<file path="src/rtl/ccd_pkg.sv">
`timescale 1ns/1ps
package ccd_pkg;
  typedef enum logic [1:0] {
    ST_HUNT = 2'd0,
    ST_DATA = 2'd1,
    ST_DONE = 2'd2
  } ccd_state_e;
endpackage

</file>
<file path="src/rtl/ccd_preamble_det.sv">
`timescale 1ns/1ps
// Sliding-window matcher for the run-in plus start pattern.
// The window is cleared to zero, so PATTERN must have its top bit set so that a
// partially filled window can never match.
module ccd_preamble_det #(
  parameter int unsigned      LEN     = 10,
  parameter logic [LEN-1:0]   PATTERN = 10'b1010101001
) (
  input  logic clk,
  input  logic rst_n,
  input  logic clr,
  input  logic shift_en,
  input  logic bit_in,
  output logic hit
);
  logic [LEN-1:0] win_q, win_d, win_next;

  assign win_next = {win_q[LEN-2:0], bit_in};
  assign hit      = shift_en && (win_next == PATTERN);

  always_comb begin
    win_d = win_q;
    if (clr)           win_d = '0;
    else if (shift_en) win_d = win_next;
  end

  always_ff @(posedge clk or negedge rst_n) begin
    if (!rst_n) win_q <= '0;
    else        win_q <= win_d;
  end
endmodule

</file>
<file path="src/rtl/ccd_deser.sv">
`timescale 1ns/1ps
// Line state machine and payload deserializer (LSB first).
module ccd_deser
  import ccd_pkg::*;
#(
  parameter int unsigned NBITS = 16
) (
  input  logic             clk,
  input  logic             rst_n,
  input  logic             line_start,
  input  logic             bit_valid,
  input  logic             bit_in,
  input  logic             hit,
  output logic             hunting,
  output logic             done,
  output logic [NBITS-1:0] word,
  output ccd_state_e       state
);
  localparam int unsigned CNT_W = $clog2(NBITS);

  ccd_state_e       state_q, state_d;
  logic [CNT_W-1:0] cnt_q, cnt_d;
  logic [NBITS-1:0] sh_q;
  logic             sh_en;

  assign state   = state_q;
  assign hunting = (state_q == ST_HUNT) && !line_start;
  assign sh_en   = (state_q == ST_DATA) && !line_start && bit_valid;
  assign word    = {bit_in, sh_q[NBITS-1:1]};

  always_comb begin
    state_d = state_q;
    cnt_d   = cnt_q;
    done    = 1'b0;
    if (line_start) begin
      state_d = ST_HUNT;
      cnt_d   = '0;
    end else begin
      unique case (state_q)
        ST_HUNT: if (hit) begin
          state_d = ST_DATA;
          cnt_d   = '0;
        end
        ST_DATA: if (bit_valid) begin
          if (cnt_q == CNT_W'(NBITS - 1)) begin
            done    = 1'b1;
            state_d = ST_DONE;
          end else begin
            cnt_d = cnt_q + 1'b1;
          end
        end
        default: ;
      endcase
    end
  end

  always_ff @(posedge clk or negedge rst_n) begin
    if (!rst_n) begin
      state_q <= ST_HUNT;
      cnt_q   <= '0;
    end else begin
      state_q <= state_d;
      cnt_q   <= cnt_d;
    end
  end

  // Payload shifter: data path only, no reset needed.
  always_ff @(posedge clk) begin
    if (sh_en) sh_q <= word;
  end
endmodule

</file>
<file path="src/rtl/ccd_regs.sv">
`timescale 1ns/1ps
// Readback byte registers, flags and host read mux.
module ccd_regs #(
  parameter int unsigned CHAR_W = 8,
  parameter int unsigned NCHAR  = 2,
  parameter int unsigned AW     = 2
) (
  input  logic                    clk,
  input  logic                    rst_n,
  input  logic                    capture,
  input  logic [NCHAR*CHAR_W-1:0] word,
  input  logic                    rd_en,
  input  logic [AW-1:0]           rd_addr,
  output logic [CHAR_W-1:0]       rd_data,
  output logic                    avail,
  output logic [NCHAR-1:0]        perr
);
  logic [CHAR_W-1:0] byte_q [NCHAR];
  logic [NCHAR-1:0]  perr_d;
  logic              avail_d, rd_clr;
  logic [CHAR_W-1:0] stat;

  assign rd_clr = rd_en && (rd_addr == AW'(NCHAR - 1));

  for (genvar i = 0; i < NCHAR; i++) begin : g_char
    logic [CHAR_W-1:0] ch;
    assign ch        = word[i*CHAR_W +: CHAR_W];
    assign perr_d[i] = capture ? ~(^ch) : perr[i];
    always_ff @(posedge clk) begin
      if (capture) byte_q[i] <= ch;
    end
  end

  always_comb begin
    avail_d = avail;
    if (rd_clr)  avail_d = 1'b0;
    if (capture) avail_d = 1'b1;
  end

  always_ff @(posedge clk or negedge rst_n) begin
    if (!rst_n) begin
      avail <= 1'b0;
      perr  <= '0;
    end else begin
      avail <= avail_d;
      perr  <= perr_d;
    end
  end

  always_comb begin
    stat            = '0;
    stat[0]         = avail;
    stat[NCHAR:1]   = perr;
    rd_data         = '0;
    for (int i = 0; i < NCHAR; i++) begin
      if (rd_addr == AW'(i)) rd_data = byte_q[i];
    end
    if (rd_addr == AW'(NCHAR)) rd_data = stat;
  end
endmodule

</file>
<file path="src/rtl/ccd_line_decoder.sv">
`timescale 1ns/1ps
module ccd_line_decoder
  import ccd_pkg::*;
#(
  parameter int unsigned         CHAR_W  = 8,
  parameter int unsigned         NCHAR   = 2,
  parameter int unsigned         PRE_LEN = 10,
  parameter logic [PRE_LEN-1:0]  PRE_PAT = 10'b1010101001,
  localparam int unsigned        AW      = $clog2(NCHAR + 2)
) (
  input  logic              clk,
  input  logic              rst_n,
  input  logic              line_start,
  input  logic              bit_valid,
  input  logic              bit_in,
  input  logic              rd_en,
  input  logic [AW-1:0]     rd_addr,
  output logic [CHAR_W-1:0] rd_data
);
  localparam int unsigned NBITS = CHAR_W * NCHAR;

  logic             rst_meta, rst_sync_n;
  logic             hit, hunting, done;
  logic [NBITS-1:0] word;
  logic             avail;
  logic [NCHAR-1:0] perr;
  ccd_state_e       state;

  // Asynchronous assert, synchronous release.
  always_ff @(posedge clk or negedge rst_n) begin
    if (!rst_n) begin
      rst_meta   <= 1'b0;
      rst_sync_n <= 1'b0;
    end else begin
      rst_meta   <= 1'b1;
      rst_sync_n <= rst_meta;
    end
  end

  ccd_preamble_det #(.LEN(PRE_LEN), .PATTERN(PRE_PAT)) u_det (
    .clk      (clk),
    .rst_n    (rst_sync_n),
    .clr      (line_start),
    .shift_en (hunting && bit_valid),
    .bit_in   (bit_in),
    .hit      (hit)
  );

  ccd_deser #(.NBITS(NBITS)) u_deser (
    .clk        (clk),
    .rst_n      (rst_sync_n),
    .line_start (line_start),
    .bit_valid  (bit_valid),
    .bit_in     (bit_in),
    .hit        (hit),
    .hunting    (hunting),
    .done       (done),
    .word       (word),
    .state      (state)
  );

  ccd_regs #(.CHAR_W(CHAR_W), .NCHAR(NCHAR), .AW(AW)) u_regs (
    .clk     (clk),
    .rst_n   (rst_sync_n),
    .capture (done),
    .word    (word),
    .rd_en   (rd_en),
    .rd_addr (rd_addr),
    .rd_data (rd_data),
    .avail   (avail),
    .perr    (perr)
  );
endmodule

</file>
<file path="config.mk">
export PLATFORM = sky130hd
export DESIGN_NAME = ccd_line_decoder
export DESIGN_NICKNAME = d
export VERILOG_FILES = /design/src/rtl/ccd_pkg.sv /design/src/rtl/ccd_preamble_det.sv /design/src/rtl/ccd_deser.sv /design/src/rtl/ccd_regs.sv /design/src/rtl/ccd_line_decoder.sv
export SDC_FILE = /design/constraint.sdc
export NUM_CORES = 1
export LEC_CHECK = 0
export BUFFER_PORTS_ARGS = -buffer_cell sky130_fd_sc_hd__buf_2
export CORE_UTILIZATION = 50
export DETAILED_ROUTE_END_ITERATION = 8
export MAX_ROUTING_LAYER = met4
export PLACE_DENSITY = 0.78
export SLEW_MARGIN = 20
export SYNTH_ARGS = -nofsm -noshare
export SYNTH_HDL_FRONTEND = slang
export SYNTH_SLANG_ARGS = --single-unit
</file>
<file path="constraint.sdc">
create_clock -name clk -period 1.05 [get_ports clk]
set_clock_uncertainty 0.05 [all_clocks]
set_input_delay 0.0525 -clock clk [delete_from_list [all_inputs] [get_ports clk]]
set_output_delay 0.0525 -clock clk [all_outputs]
set_load 0.01 [all_outputs]
</file>
# --- Word level (Yosys, flattened, before mapping) ---
# Memories as Yosys holds them, arrays and structs flattened.
# Cells that the tools add are included.
totals:
  wordCells: 60
  output_inout_bits: 8
  input_bits: 8
  ramBits: 16
  regBits: 36
  memories: 1
memory_table:
  columns: ["memory", "depth", "width", "read_ports", "rd_clocked_by_memory_dff", "wr", "line_no", "source"]
  rows:
  - ["u_regs.byte_q", 2, 8, 2, 0, 2, "ccd_regs.sv:18", "logic [CHAR_W-1:0] byte_q [NCHAR];"]
classes:
  reduce_logical: 16
  n_bitwise: 2
  n_eq_ne: 9
  n_mux: 23
  n_addsub: 1
op_table:
  columns: ["cell", "count"]
  rows:
  - ["$mux 8", 3]
  - ["$mux 9", 2]
  - ["$mux 4", 4]
  - ["$reduce_xor 8->1", 2]
  - ["$ne 3x3->1 const B", 4]
  - ["$eq 10x10->1 const B", 1]
  - ["$mux 1", 8]
  - ["$mux 2", 4]
  - ["$pmux 4 s2", 1]
  - ["$reduce_and 4->1", 2]
  - ["$logic_and 1x1->1", 6]
  - ["$add 4x1->4 const B", 1]
  - ["$eq 2x1->1 const B", 2]
  - ["$eq 4x4->1 const B", 1]
  - ["$logic_not 2->1", 2]
  - ["$pmux 2 s2", 1]
  - ["$reduce_bool 2->1", 2]
  - ["$reduce_bool 3->1", 1]
  - ["$eq 2x2->1 const B", 1]
  - ["$not 1->1", 2]
  - ["$logic_not 1->1", 1]

# --- Depth between registers and ports, before layout ---
# Gate-level depths: netlist of run 1.
logic_depth:
  ltp_word: 7
  ltp_mapped: 6
  mapped_depth_nobuf: 5

# --- By module ---
# From an unflattened synthesis of run 1, not the netlist that was laid out.
unflattened:
  hier_cells: 154
  hier_area_um2: 2168.3
modules_own_cells:
  columns: ["module", "area_per_inst_um2", "seq_area_each_um2", "cells_per_inst", "n_inst"]
  rows:
  - ["ccd_deser", 855.8, 600.6, 57, 1]
  - ["ccd_regs", 855.8, 555.5, 60, 1]
  - ["ccd_preamble_det", 396.6, 225.2, 33, 1]
  - ["ccd_line_decoder", 60.1, 50.0, 4, 1]

# --- Worst setup path after synthesis of run 1 ---
# No wires, ideal clock.
synth_timing:
  path_type: "register -> register"
  start: "register u_deser.cnt_q[0]"
  end: "memory u_regs.byte_q[0][0], enable pin"
  path_slack_ns: -0.834
  path_buffers: 1
  required_time_ns: 0.636
  synth_period_minus_slack_ns: 1.884
  setup_ns: 0.364
  arrival_time_ns: 1.470
  path_stages_with_launch: 6
  path_cell_list: "dfrtp_1 -> ha_1 -> nand3_1 -> or3_1 -> buf_2 -> inv_1"
synth_rtl:
  columns: ["element", "line_no", "source"]
  rows:
  - ["start: declaration", "ccd_deser.sv:22", "logic [CNT_W-1:0] cnt_q, cnt_d;"]
  - ["start signal: assignment", "ccd_deser.sv:63", "cnt_q <= cnt_d;"]
  - ["end: declaration", "ccd_regs.sv:18", null]

==> metrics.txt, run 1 <==
# TYPE chip_impl_metric gauge
chip_impl_metric{name="start_util",unit="%"} 52.5
chip_impl_metric{name="drive_gt1_share",unit="%"} 44.2
chip_impl_metric{name="worst_hold_slack",unit="ns"} 0.00643
chip_impl_info{name="root_buffer",value="sky130_fd_sc_hd__clkbuf_8"} 1
chip_impl_metric{name="die_area",unit="um2"} 4520
chip_impl_metric{name="final_area",unit="um2"} 2900
chip_impl_metric{name="clock_pin_slew_on_the_worst_setup_and_hold_paths",unit="ns"} 0.09
chip_impl_metric{name="global_route.usage.total",unit="%"} 23.2
chip_impl_metric{name="clock_insertion_delay_worst_skew",unit="ns"} 0.30
chip_impl_info{name="grt_setup_unrepaired",value="true"} 1
chip_impl_metric{name="grt_pass1_vias",unit=""} 1563
chip_impl_metric{name="netSwitchingPower",unit="mW"} 0.786
chip_impl_metric{name="grt_first_pass_wirelength",unit="um"} 7180
chip_impl_metric{name="die_height",unit="um"} 67.3
chip_impl_metric{name="timing_max_transition_violations_final",unit=""} 0
chip_impl_metric{name="critical_path_arrival",unit="ns"} 1.55
chip_impl_metric{name="synth.ff_latch_count",unit=""} 51
chip_impl_metric{name="setup_viol",unit=""} 57
chip_impl_metric{name="placement_rows",unit=""} 23
chip_impl_metric{name="report.final.hold_viol_count",unit=""} 0
chip_impl_metric{name="worst_ir_drop_vdd",unit="uV"} 1050
chip_impl_metric{name="number_of_violations_reported_at_the_end_of_detailed_routing_iteration_0",unit=""} 128
chip_impl_metric{name="pin_count_of_the_biggest_net_entering_global_routing",unit=""} 19
chip_impl_metric{name="antenna_violations_before_repair",unit=""} 0
chip_impl_metric{name="design_internal_power",unit="mW"} 2.68
chip_impl_metric{name="power_frac_seq",unit="%"} 61.3
chip_impl_metric{name="dieWidth",unit="um"} 67.3
chip_impl_metric{name="htreeDepth",unit=""} 2
chip_impl_info{name="status",value="finished with violations"} 1
chip_impl_info{name="layout.cells.most_common",value="sky130_fd_sc_hd__buf_4"} 1
chip_impl_metric{name="layout.nets",unit=""} 239
chip_impl_metric{name="ioPinCount",unit=""} 16
chip_impl_metric{name="clock_tree.buffer_depth",unit=""} 2
chip_impl_metric{name="max_cap_check_violation_count",unit=""} 0
chip_impl_info{name="layout_common_cells",value="sky130_fd_sc_hd__buf_4 (35), sky130_fd_sc_hd__edfxtp_1 (31), sky130_fd_sc_hd__dfrtp_1 (20)"} 1
chip_impl_metric{name="gpl.final_weighted_congestion",unit=""} 0.756
chip_impl_metric{name="dr_total_vias",unit=""} 1527
chip_impl_metric{name="portBuffers",unit=""} 15
chip_impl_metric{name="setup_ws",unit="ns"} -0.527
chip_impl_metric{name="tcrit_tclk_final",unit="%"} 150
chip_impl_metric{name="power.share.switching",unit="%"} 22.7
chip_impl_info{name="tritoncts",value="done"} 1
chip_impl_info{name="timing.setup.critical_path_class",value="reg2reg"} 1
chip_impl_metric{name="detail-route-antenna-nets",unit=""} 0
chip_impl_info{name="timing.hold.worst.class",value="in2async"} 1
chip_impl_metric{name="total_leakage_power",unit="nW"} 1.16
chip_impl_metric{name="post_synth.cell_area_avg",unit="um2"} 12.8
chip_impl_metric{name="power_consumption",unit="mW"} 3.47
chip_impl_metric{name="routed_via_density",unit=""} 5.43
chip_impl_info{name="violations",value="negative setup slack"} 1
chip_impl_metric{name="cp_max_fo",unit=""} 16
chip_impl_metric{name="dpl_cell_area",unit="um2"} 2570
chip_impl_metric{name="achievable-frequency",unit="GHz"} 0.634
chip_impl_metric{name="yosysWarningCount",unit=""} 0
chip_impl_metric{name="synth.net_count",unit=""} 176
chip_impl_metric{name="diodes",unit=""} 0
chip_impl_metric{name="post_synth_num_cell_types",unit=""} 29
chip_impl_metric{name="layout-area-overhead-vs-synth",unit="%"} 36.2
chip_impl_metric{name="detail_route.wirelength",unit="um"} 4930
chip_impl_metric{name="post-place-ws",unit="ns"} -0.545
chip_impl_metric{name="tritoncts_num_sinks",unit=""} 51
chip_impl_metric{name="part_of_the_power_in_combinational_logic",unit="%"} 6.4
chip_impl_metric{name="core_region_area",unit="um2"} 4060
chip_impl_metric{name="n_fill_cell",unit=""} 259
chip_impl_metric{name="placed_cells_incl_taps",unit=""} 263
chip_impl_metric{name="critPathRequiredTime",unit="ns"} 1.02
chip_impl_metric{name="route.detailed.wl_per_inst",unit="um"} 17.5
chip_impl_metric{name="grt_remaining_overflow",unit=""} 0
chip_impl_metric{name="post-route-min-period",unit="ns"} 1.58
chip_impl_metric{name="power_frac_clock",unit="%"} 32.4
chip_impl_metric{name="post_route_drc",unit=""} 0
chip_impl_metric{name="number_of_search_and_repair_iterations_in_the_first_detailed_routing_pass",unit=""} 4
chip_impl_metric{name="mappedNetlistArea",unit="um2"} 2130
chip_impl_metric{name="yosysSeqAreaShare",unit="%"} 67.2
chip_impl_info{name="cp-start-kind",value="register"} 1
chip_impl_metric{name="final_cells",unit=""} 281
chip_impl_metric{name="detailed_place_hpwl",unit="um"} 2780
chip_impl_info{name="setup.worst_path.end_class",value="register"} 1
chip_impl_metric{name="cts_made_buffers",unit=""} 5
chip_impl_metric{name="power_density",unit="nW/um2"} 1200
chip_impl_metric{name="syn-instance-count",unit=""} 167
metal layers:
layer / up-vias / GRT usage (%) / wire [um]
met5: - / - / 0
met4: 0 / 7.45 / 136
met3: 14 / 5.74 / 149
met2: 45 / 40.8 / 2670
met1: 756 / 25.8 / 1970
li1: 712 / - / -
area by class of cell:
cell class                      count  area [um2]  area share [%]
Sequential cell                    51        1430            49.4
Multi-Input combinational cell    104         802            27.7
Timing Repair Buffer               62         489            16.9
Clock buffer                        5        68.8            2.37
Tap cell                           50        62.6            2.16
Inverter                            6        26.3           0.906
Clock inverter                      3        20.0           0.690
through the flow:
step                      util, %  TNS [ns]
after global placement       63.2    -15.81
after global routing         71.5    -21.61
after floorplan                 -    -20.97
final                        71.5    -19.83
after CTS                    70.0    -19.85
after detailed placement     63.2    -18.78
path summary, 6_finish.rpt:
| check | cells after the start | slack, ns | endpoint | from |
|---|---|---|---|---|
| worst max-delay path | 5 | -0.53 | u_regs.byte_q[0][14] | u_deser.cnt_q[1] |
| worst min-delay path | 2 | 0.006 | rst_sync_n | rst_n |
| worst max register to register | 5 | -0.53 | u_regs.byte_q[0][14] | u_deser.cnt_q[1] |
| worst min register to register | 1 | 0.15 | u_regs.avail | rst_sync_n |
| max in group asynchronous | 1 | 0.59 | u_det.win_q[3] | rst_sync_n |
| min in group clk | 4 | 0.01 | u_regs.avail | rd_en |
cell usage after synthesis (all sizes together):
library cell  count  area share, %
edfxtp           31             44
dfrtp            20             24
nand2            18            3.2
o21ai            17            4.0
nand2b           12            3.5
xnor2            12            4.9
mux2i             8            3.8
inv               6            1.1
nor2              6            1.1
a21oi             5            1.2
buf               4           0.94
nand3             3           0.70
nor3              3           0.94
o22ai             3           0.88
a31oi             2           0.59
and4bb            2            1.2
clkbuf            2           0.35
nor2b             2           0.59
or3               2           0.59
xor2              2           0.82
and3              1           0.29
conb              1           0.18
ha                1           0.59
nand3b            1           0.35
o211ai            1           0.35
o21bai            1           0.35
o31a              1           0.41
cells by family after synthesis:
logic type / share of synthesized area [%]
AND/OR/NAND/NOR: 12.4
AO/OA/AOI/OAI: 7.76
other: 0.176
adder cells (fa/ha/maj): 0.587
flip-flops: 67.2
multiplexers: 3.76
buffers and inverters: 2.35
XOR/XNOR: 5.76
critical path, stage by stage, from the launching register on:
cell and delay (ns):
sky130_fd_sc_hd__dfrtp_1 0.42, sky130_fd_sc_hd__ha_4 0.17, sky130_fd_sc_hd__nand3_4 0.06, sky130_fd_sc_hd__or3_4 0.36, sky130_fd_sc_hd__clkinvlp_4 0.09, sky130_fd_sc_hd__buf_12 0.14
power groups by stage:
stage	Clock [mW]	Sequential, mW	Combinational (mW)
global placement	0	2.17	0.152
finish	1.12	2.12	0.222
detailed placement	0	2.17	0.160
CTS	1.12	2.12	0.197
floorplan	0	2.18	0.0812
global route	1.21	2.13	0.237
state kept, by name, indices dropped and copies added, names as in the netlist:
name and flops:
u_det.win_q 9, rst_meta 1, u_deser.sh_q 15, u_deser.cnt_q 4, rst_sync_n 1, u_regs.byte_q 16, u_regs.perr 2, u_regs.avail 1
u_deser.state 2
timing repair:
action                                  CTS  global route
endpoints found under the setup margin   57            57
pin swaps                                15            10
gates resized for setup                  38            21
setup buffers                             4             4
cloned                                    4             0
endpoints found under the hold margin     2             0
hold buffers                              1             0
No activity file was read; power rests on OpenSTA's default activity.
==> run 2: changes to the inputs <==
CORE_UTILIZATION = 55   (was 50)
CTS_CLUSTER_SIZE = 20   (was not set)
PLACE_DENSITY = 0.84   (was 0.78)
==> run 2 against run 1 <==
Compared with the run above: the flow still finishes with violations (negative setup slack); first-iteration DRC count fell by 13%; register-to-register slack worse by 0.03 ns; maximum frequency decreased by 1.7%; critical path depth fell by 1; global-route usage up 5.2 points; largest cell class unchanged.
==> metrics.txt, run 2 (same netlist as run 1, synthesis figures left out) <==
# TYPE chip_impl_metric gauge
chip_impl_info{name="regMostFlops",value="u_regs.byte_q"} 1
chip_impl_metric{name="clock_pin_slew_on_the_worst_setup_and_hold_paths",unit="ns"} 0.09
chip_impl_metric{name="setup_ws",unit="ns"} -0.553
chip_impl_info{name="layout_top_registers",value="u_regs.byte_q (16), u_deser.sh_q (15), u_det.win_q (9)"} 1
chip_impl_metric{name="dieWidth",unit="um"} 64.2
chip_impl_metric{name="power_density",unit="nW/um2"} 1170
chip_impl_metric{name="htreeDepth",unit=""} 2
chip_impl_metric{name="number_of_violations_reported_at_the_end_of_detailed_routing_iteration_0",unit=""} 112
chip_impl_metric{name="global_route.usage.total",unit="%"} 28.5
chip_impl_metric{name="post_route_drc",unit=""} 0
chip_impl_metric{name="placement_rows",unit=""} 22
chip_impl_info{name="cp-startpoint",value="u_deser.state[1]"} 1
chip_impl_metric{name="grt_first_pass_wirelength",unit="um"} 8050
chip_impl_metric{name="critical_path_arrival",unit="ns"} 1.57
chip_impl_metric{name="worst_ir_drop_vdd",unit="uV"} 936
chip_impl_metric{name="achievable-frequency",unit="GHz"} 0.624
chip_impl_metric{name="post-route-min-period",unit="ns"} 1.60
chip_impl_info{name="layout_common_cells",value="sky130_fd_sc_hd__buf_4 (39), sky130_fd_sc_hd__edfxtp_1 (31), sky130_fd_sc_hd__dfrtp_1 (20)"} 1
chip_impl_info{name="cp-start-kind",value="register"} 1
chip_impl_info{name="r2r_start",value="u_deser.state[1]"} 1
chip_impl_metric{name="diodes",unit=""} 0
chip_impl_metric{name="timing_max_transition_violations_final",unit=""} 0
chip_impl_metric{name="rr_worst_depth",unit=""} 4
chip_impl_metric{name="tcrit_tclk_final",unit="%"} 153
chip_impl_metric{name="pin_count_of_the_biggest_net_entering_global_routing",unit=""} 19
chip_impl_metric{name="layout-area-overhead-vs-synth",unit="%"} 38.8
chip_impl_info{name="setup.worst_path.end_class",value="register"} 1
chip_impl_metric{name="detailed_place_hpwl",unit="um"} 2920
chip_impl_metric{name="portBuffers",unit=""} 15
chip_impl_metric{name="ioPinCount",unit=""} 16
chip_impl_info{name="violations",value="negative setup slack"} 1
chip_impl_info{name="root_buffer",value="sky130_fd_sc_hd__clkbuf_8"} 1
chip_impl_metric{name="total_leakage_power",unit="nW"} 1.22
chip_impl_metric{name="post-place-ws",unit="ns"} -0.618
chip_impl_metric{name="critPathRequiredTime",unit="ns"} 1.02
chip_impl_metric{name="start_util",unit="%"} 57.7
chip_impl_metric{name="detail-route-antenna-nets",unit=""} 0
chip_impl_metric{name="routed_via_density",unit=""} 5.65
chip_impl_metric{name="final_cells",unit=""} 281
chip_impl_metric{name="cp_max_fo",unit=""} 15
chip_impl_metric{name="placed_cells_incl_taps",unit=""} 259
chip_impl_metric{name="timing.reg2reg.setup_slack",unit="ns"} -0.55
chip_impl_metric{name="flip_flop_count_of_the_largest_register_all_copies_and_words_added",unit=""} 16
chip_impl_metric{name="antenna_violations_before_repair",unit=""} 0
chip_impl_metric{name="setup_viol",unit=""} 57
chip_impl_info{name="status",value="finished with violations"} 1
chip_impl_info{name="layout.cells.most_common",value="sky130_fd_sc_hd__buf_4"} 1
chip_impl_metric{name="core_region_area",unit="um2"} 3690
chip_impl_metric{name="gpl.final_weighted_congestion",unit=""} 0.741
chip_impl_metric{name="die_height",unit="um"} 64.2
chip_impl_info{name="capturing_element_of_the_worst_setup_path",value="u_regs.byte_q[0][6]"} 1
chip_impl_info{name="tritoncts",value="done"} 1
chip_impl_info{name="grt_setup_unrepaired",value="true"} 1
chip_impl_info{name="timing.setup.critical_path_class",value="reg2reg"} 1
chip_impl_metric{name="number_of_search_and_repair_iterations_in_the_first_detailed_routing_pass",unit=""} 4
chip_impl_metric{name="grt_remaining_overflow",unit=""} 0
chip_impl_metric{name="tritoncts_num_sinks",unit=""} 51
chip_impl_info{name="timing.hold.worst.class",value="in2reg"} 1
chip_impl_metric{name="max_cap_check_violation_count",unit=""} 0
chip_impl_metric{name="report.final.hold_viol_count",unit=""} 0
chip_impl_metric{name="route.detailed.wl_per_inst",unit="um"} 20.2
chip_impl_metric{name="clock_insertion_delay_worst_skew",unit="ns"} 0.31
chip_impl_metric{name="cts_made_buffers",unit=""} 5
chip_impl_metric{name="clock_tree.buffer_depth",unit=""} 2
chip_impl_metric{name="detail_route.wirelength",unit="um"} 5670
chip_impl_metric{name="drive_gt1_share",unit="%"} 45.5
chip_impl_metric{name="n_fill_cell",unit=""} 197
chip_impl_metric{name="layout.nets",unit=""} 241
chip_impl_info{name="critical_path.reg2reg.endpoint",value="u_regs.byte_q[0][6]"} 1
chip_impl_metric{name="die_area",unit="um2"} 4120
chip_impl_metric{name="grt_pass1_vias",unit=""} 1654
chip_impl_metric{name="dr_total_vias",unit=""} 1587
## run 2: power breakdown
group / switching, mW / total, mW / internal [mW]
Sequential: 0.00484 / 2.12 / 2.12
Clock: 0.634 / 1.09 / 0.460
Combinational: 0.129 / 0.230 / 0.100
Total: 0.769 / 3.45 / 2.68
## run 2: routing by layer
| metal | GRT usage, % | routed length [um] | part of all wire (%) | vias up |
|---|---|---|---|---|
| met3 | 7.86 | 296 | 5.2 | 21 |
| li1 | - | - | - | 714 |
| met4 | 14.2 | 206 | 3.6 | 0 |
| met5 | - | 0 | 0 | - |
| met1 | 30.6 | 2100 | 37 | 785 |
| met2 | 48.3 | 3070 | 54 | 67 |
## run 2: how the worst min path moves through the flow
stage	start	endpoint	slack (ns)	depth (start not counted)
after global placement	rst_n	rst_meta	-0.21	1
after global routing	bit_in	u_deser.sh_q[15]	0.001	2
final	rd_en	u_regs.avail	0.007	4
after CTS	rst_n	rst_meta	0.009	2
after detailed placement	rst_n	rst_meta	-0.21	1
after floorplan	rst_n	rst_meta	-0.29	0
## run 2: area by class of cell
cell class                      count  area [um2]  share of cell area, %
Sequential cell                    51        1430                   48.4
Multi-Input combinational cell    104         848                   28.7
Timing Repair Buffer               64         508                   17.2
Clock buffer                        6        72.6                   2.46
Tap cell                           48        60.1                   2.03
Inverter                            6        26.3                  0.889
Clock inverter                      2        8.76                  0.296
## run 2: stage by stage
step | utilization (%) | setup TNS [ns] | power [mW] | area [um2] | hold slack [ns]
final | 80.1 | -21.42 | 3.45 | 2960 | 0.00696
after global routing | 80.1 | -23.24 | 3.56 | 2960 | 0.00112
after CTS | 76.8 | -18.92 | 3.39 | 2830 | 0.00877
after detailed placement | 68.8 | -19.89 | 2.33 | 2540 | -0.211
after global placement | 68.8 | -16.66 | 2.32 | 2540 | -0.213
after floorplan | - | -20.97 | 2.26 | 2170 | -0.293
## run 2: what timing repair did
item,4_1_cts,5_1_grt
gates resized for setup,38,32
hold buffers,1,0
pin swaps,10,12
setup endpoints to repair,57,57
hold endpoints to repair,2,0
buffers inserted,7,7
cloned,3,1
## run 2: critical path, stage by stage (launching register included)
cell and delay, ns:
sky130_fd_sc_hd__dfrtp_1 0.41, sky130_fd_sc_hd__nand2b_4 0.17, sky130_fd_sc_hd__or3_4 0.40, sky130_fd_sc_hd__clkinvlp_4 0.12, sky130_fd_sc_hd__buf_12 0.15
==> run 3: changes to the inputs <==
CORE_UTILIZATION = 63   (was 55)
PLACE_DENSITY = 0.93   (was 0.84)
REMOVE_ABC_BUFFERS = 1   (was not set)
SETUP_SLACK_MARGIN = 0.05   (was not set)
==> run 3 against run 2 <==
Compared with the run above: synthesized cell count unchanged; the run now fails in 5_1_grt; area after synthesis unchanged.
==> metrics.txt, run 3 <==
# TYPE chip_impl_metric gauge
chip_impl_info{name="status",value="did not finish"} 1
chip_impl_info{name="haltStage",value="5_1_grt"} 1
chip_impl_info{name="error_message",value="[ERROR GRT-0232] Routing congestion too high. Check the congestion heatmap in the GUI."} 1
chip_impl_metric{name="synth.ff_latch_count",unit=""} 51
chip_impl_metric{name="gpl.final_weighted_congestion",unit=""} 0.761
chip_impl_metric{name="htreeDepth",unit=""} 2
chip_impl_metric{name="post_synth_num_cell_types",unit=""} 29
chip_impl_metric{name="portBuffers",unit=""} 15
chip_impl_metric{name="grt_remaining_overflow",unit=""} 48
chip_impl_info{name="synth.most_common_cell",value="sky130_fd_sc_hd__edfxtp_1"} 1
chip_impl_metric{name="post-place-ws",unit="ns"} -0.578
chip_impl_metric{name="cts_made_buffers",unit=""} 5
chip_impl_metric{name="clock_tree.buffer_depth",unit=""} 2
chip_impl_metric{name="yosysSeqAreaShare",unit="%"} 67.2
chip_impl_metric{name="asyncSetResetFlopFracSynth",unit="%"} 39.2
chip_impl_info{name="root_buffer",value="sky130_fd_sc_hd__clkbuf_4"} 1
chip_impl_info{name="worstEndpointType",value="register data pin"} 1
chip_impl_info{name="timing.grt.repair.worst_endpoint",value="u_regs.byte_q[0][15]$_DFFE_PP_/DE"} 1
chip_impl_metric{name="dieWidth",unit="um"} 60.1
chip_impl_metric{name="global_route.usage.total",unit="%"} 74.0
chip_impl_metric{name="placement_rows",unit=""} 20
chip_impl_metric{name="yosys.area.top_type_share",unit="%"} 43.7
chip_impl_info{name="synth-main-ff-cell",value="sky130_fd_sc_hd__edfxtp_1"} 1
chip_impl_metric{name="tritoncts_num_sinks",unit=""} 51
chip_impl_metric{name="number_of_enable_type_register_cells_in_the_synthesized_netlist",unit=""} 31
chip_impl_metric{name="start_util",unit="%"} 68.1
chip_impl_metric{name="ioPinCount",unit=""} 16
chip_impl_metric{name="post_synth.cell_area_avg",unit="um2"} 12.8
chip_impl_info{name="yosys-top-cells-area",value="sky130_fd_sc_hd__edfxtp_1 (44%), sky130_fd_sc_hd__dfrtp_1 (24%), sky130_fd_sc_hd__xnor2_1 (4.9%), sky130_fd_sc_hd__mux2i_1 (3.8%), sky130_fd_sc_hd__nand2b_1 (3.5%)"} 1
chip_impl_metric{name="yosysWarningCount",unit=""} 0
chip_impl_info{name="synth_common_cells",value="sky130_fd_sc_hd__edfxtp_1 (31), sky130_fd_sc_hd__dfrtp_1 (20), sky130_fd_sc_hd__nand2_1 (18)"} 1
chip_impl_metric{name="placed_cells_incl_taps",unit=""} 259
chip_impl_metric{name="mappedNetlistArea",unit="um2"} 2130
chip_impl_metric{name="pin_count_of_the_biggest_net_entering_global_routing",unit=""} 19
chip_impl_metric{name="detailed_place_hpwl",unit="um"} 3260
chip_impl_info{name="synth_top_cell_by_area",value="sky130_fd_sc_hd__edfxtp_1"} 1
chip_impl_metric{name="die_height",unit="um"} 60.1
chip_impl_metric{name="syn-instance-count",unit=""} 167
==> run 3: cells by family after synthesis <==
kind of cell,Yosys count,share of synthesized area [%]
DFF,51,67.2
and+or+nand+nor,50,12.4
AOI/OAI and AO/OA,30,7.76
xor gates and xnor gates,14,5.76
buffers and inverters,12,2.35
muxes,8,3.76
adders and majority gates,1,0.587
other,1,0.176
==> run 3: metrics by stage <==
stage | setup TNS (ns) | cell area (um2)
CTS | -21.21 | 2920
global placement | -16.16 | 2550
detailed placement | -20.42 | 2550
floorplan | -28.94 | 2100
==> run 3: timing repair <==
item,CTS
buffers inserted,6
hold endpoints to repair,7
cloned,5
gates resized for setup,52
hold buffers,5
pin swaps,19
endpoints found under the setup margin,57
==> run 3: layer usage <==
metal	GRT overflow	track usage, %
met2	25	91.4
met5	-	-
met4	22	86.7
met1	1	69.7
met3	0	48.3
==> run 4: changes to the inputs <==
CORE_UTILIZATION = 40   (was 63)
CTS_CLUSTER_SIZE = not set   (was 20)
MAX_ROUTING_LAYER = not set   (was met4)
PLACE_DENSITY = not set   (was 0.93)
PLACE_DENSITY_LB_ADDON = 0.15   (was not set)
SETUP_SLACK_MARGIN = not set   (was 0.05)
==> run 4 against run 3 <==
Compared with the run above: the flow now finishes, with violations (negative setup slack).
==> metrics.txt, run 4 (same netlist as run 1, synthesis figures left out) <==
# TYPE chip_impl_metric gauge
chip_impl_info{name="status",value="finished with violations"} 1
chip_impl_info{name="violations",value="negative setup slack"} 1
chip_impl_info{name="root_buffer",value="sky130_fd_sc_hd__clkbuf_8"} 1
chip_impl_metric{name="grt_first_pass_wirelength",unit="um"} 6710
chip_impl_metric{name="routed_via_density",unit=""} 4.80
chip_impl_info{name="tritoncts",value="done"} 1
chip_impl_metric{name="critPathRequiredTime",unit="ns"} 1.02
chip_impl_metric{name="number_of_violations_reported_at_the_end_of_detailed_routing_iteration_0",unit=""} 57
chip_impl_metric{name="setup_ws",unit="ns"} -0.492
chip_impl_info{name="layout_top_registers",value="u_regs.byte_q (16), u_deser.sh_q (15), u_det.win_q (9)"} 1
chip_impl_metric{name="layout.nets",unit=""} 244
chip_impl_metric{name="worst_ir_drop_vdd",unit="uV"} 913
chip_impl_info{name="timing.setup.critical_path_class",value="reg2reg"} 1
chip_impl_info{name="cell_type_group_with_the_largest_total_delay_on_the_critical_path",value="simple AND/OR/NAND/NOR gates"} 1
chip_impl_metric{name="tcrit_tclk_final",unit="%"} 147
chip_impl_metric{name="flip_flop_count_of_the_largest_register_all_copies_and_words_added",unit=""} 16
chip_impl_metric{name="cp_max_fo",unit=""} 8
chip_impl_metric{name="grt_pass1_vias",unit=""} 1387
chip_impl_metric{name="number_of_search_and_repair_iterations_in_the_first_detailed_routing_pass",unit=""} 4
chip_impl_info{name="cp_slowest_cell",value="sky130_fd_sc_hd__dfrtp_1"} 1
chip_impl_info{name="layout_common_cells",value="sky130_fd_sc_hd__buf_4 (40), sky130_fd_sc_hd__edfxtp_1 (31), sky130_fd_sc_hd__dfrtp_1 (20)"} 1
chip_impl_metric{name="gpl.final_weighted_congestion",unit=""} 0.774
chip_impl_metric{name="setup_viol",unit=""} 57
chip_impl_metric{name="detail-route-antenna-nets",unit=""} 0
chip_impl_info{name="timing.hold.worst.class",value="in2reg"} 1
chip_impl_info{name="cp-start-kind",value="register"} 1
chip_impl_metric{name="core_region_area",unit="um2"} 5110
chip_impl_metric{name="placement_rows",unit=""} 26
chip_impl_metric{name="clock_pin_slew_on_the_worst_setup_and_hold_paths",unit="ns"} 0.08
chip_impl_metric{name="detailroute.wirelength.met2",unit="um"} 2020
chip_impl_metric{name="clock_insertion_delay_worst_skew",unit="ns"} 0.30
chip_impl_metric{name="grt_remaining_overflow",unit=""} 0
chip_impl_metric{name="achievable-frequency",unit="GHz"} 0.649
chip_impl_metric{name="power_density",unit="nW/um2"} 1150
chip_impl_metric{name="antenna_violations_before_repair",unit=""} 0
chip_impl_metric{name="die_area",unit="um2"} 5620
chip_impl_metric{name="cts_made_buffers",unit=""} 5
chip_impl_metric{name="portBuffers",unit=""} 15
chip_impl_metric{name="detailed_place_hpwl",unit="um"} 2690
chip_impl_info{name="layout.cells.most_common",value="sky130_fd_sc_hd__buf_4"} 1
chip_impl_metric{name="dr_total_vias",unit=""} 1468
chip_impl_metric{name="cpPeakStageDelay",unit="ns"} 0.37
chip_impl_metric{name="die_height",unit="um"} 75.0
chip_impl_info{name="grt_setup_unrepaired",value="true"} 1
chip_impl_metric{name="pin_count_of_the_biggest_net_entering_global_routing",unit=""} 19
chip_impl_metric{name="post-place-ws",unit="ns"} -0.519
chip_impl_metric{name="ioPinCount",unit=""} 16
chip_impl_metric{name="dieWidth",unit="um"} 75.0
chip_impl_metric{name="route.detailed.wl_per_inst",unit="um"} 13.7
chip_impl_info{name="crit_chain",value="ha_2, nand3_2, or3_4, inv_6, buf_12"} 1
chip_impl_metric{name="start_util",unit="%"} 41.7
chip_impl_metric{name="n_fill_cell",unit=""} 421
chip_impl_metric{name="report.final.hold_viol_count",unit=""} 0
chip_impl_metric{name="diodes",unit=""} 0
chip_impl_metric{name="tritoncts_num_sinks",unit=""} 51
chip_impl_metric{name="timing.critical_path.buf_inv",unit=""} 2
chip_impl_metric{name="htreeDepth",unit=""} 2
chip_impl_metric{name="timing_max_transition_violations_final",unit=""} 0
chip_impl_metric{name="total_leakage_power",unit="nW"} 1.23
chip_impl_metric{name="post-route-min-period",unit="ns"} 1.54
chip_impl_info{name="setup.worst_path.end_class",value="register"} 1
chip_impl_metric{name="layout-area-overhead-vs-synth",unit="%"} 39.8
chip_impl_info{name="regMostFlops",value="u_regs.byte_q"} 1
chip_impl_metric{name="max_cap_check_violation_count",unit=""} 0
chip_impl_metric{name="global_route.usage.total",unit="%"} 16.7
chip_impl_metric{name="drive_gt1_share",unit="%"} 44.5
chip_impl_metric{name="power_consumption",unit="mW"} 3.44
chip_impl_metric{name="clock_tree.buffer_depth",unit=""} 2
chip_impl_metric{name="critical_path_arrival",unit="ns"} 1.51
chip_impl_metric{name="detail_route.wirelength",unit="um"} 4190
chip_impl_info{name="highest_layer",value="met4"} 1
chip_impl_metric{name="routedLengthMet1",unit="um"} 2020
chip_impl_metric{name="route.met3.wl",unit="um"} 94
chip_impl_metric{name="post_route_drc",unit=""} 0
## run 4: path summary, 6_finish.rpt
kind / from / endpoint / slack, ns / cells past startpoint
setup / recovery: u_deser.cnt_q[0] / u_regs.byte_q[0][15] / -0.49 / 5
hold / removal: rd_en / u_regs.avail / 0.004 / 4
setup reg to reg: u_deser.cnt_q[0] / u_regs.byte_q[0][15] / -0.49 / 5
hold reg to reg: rst_sync_n / u_det.win_q[1] / 0.17 / 1
max in group asynchronous: rst_sync_n / u_regs.perr[1] / 0.58 / 1
min in group asynchronous: rst_n / rst_meta / 0.01 / 2
## run 4: timing repair
| action | in CTS | in global routing |
|---|---|---|
| gates resized for setup | 32 | 30 |
| setup buffers | 6 | 2 |
| pin swaps | 14 | 10 |
| hold buffers | 1 | 0 |
| setup endpoints to repair | 57 | 57 |
| gates cloned | 5 | 0 |
| hold endpoints to repair | 2 | 0 |
## run 4: through the flow
step | util [%] | setup TNS [ns] | hold slack [ns] | instance area [um2] | instances
final | 58.3 | -17.09 | 0.00401 | 2980 | 306
after global routing | 58.3 | -20.13 | 0.000748 | 2980 | 306
after CTS | 56.0 | -17.02 | 0.00332 | 2860 | 305
after detailed placement | 50.7 | -18.16 | -0.208 | 2590 | 286
after global placement | 50.7 | -16.58 | -0.213 | 2590 | 286
after floorplan | - | -28.94 | -0.293 | 2100 | 161
## run 4: power by group
| part | leakage (nW) | switching, mW | total [mW] | internal [mW] |
|---|---|---|---|---|
| Sequential | 0.552 | 0.00422 | 2.12 | 2.12 |
| Combinational | 0.631 | 0.116 | 0.223 | 0.107 |
| Clock | 0.0452 | 0.621 | 1.09 | 0.471 |
## run 4: final cells by class
class                   instances  area, um2  area share, %
clock buffers                   6       72.6           2.44
clock inverters                 2       13.8          0.462
inverters                       6       27.5          0.924
multi-input cells             104        788           26.5
flip-flops and latches         51       1430           48.1
well taps                      70       87.6           2.94
repair buffers                 67        557           18.7
## run 4: metal layers
metal	vias to the layer above	global-route usage, %
met1	726	23.5
li1	718	-
met2	17	25.9
met3	7	3.21
met5	-	0
met4	0	6.29
## run 4: worst min-delay path, delay by kind of cell
family / cells / cell delay (ns)
buf+inv: 1 / 0.08
simple gates: 3 / 0.19
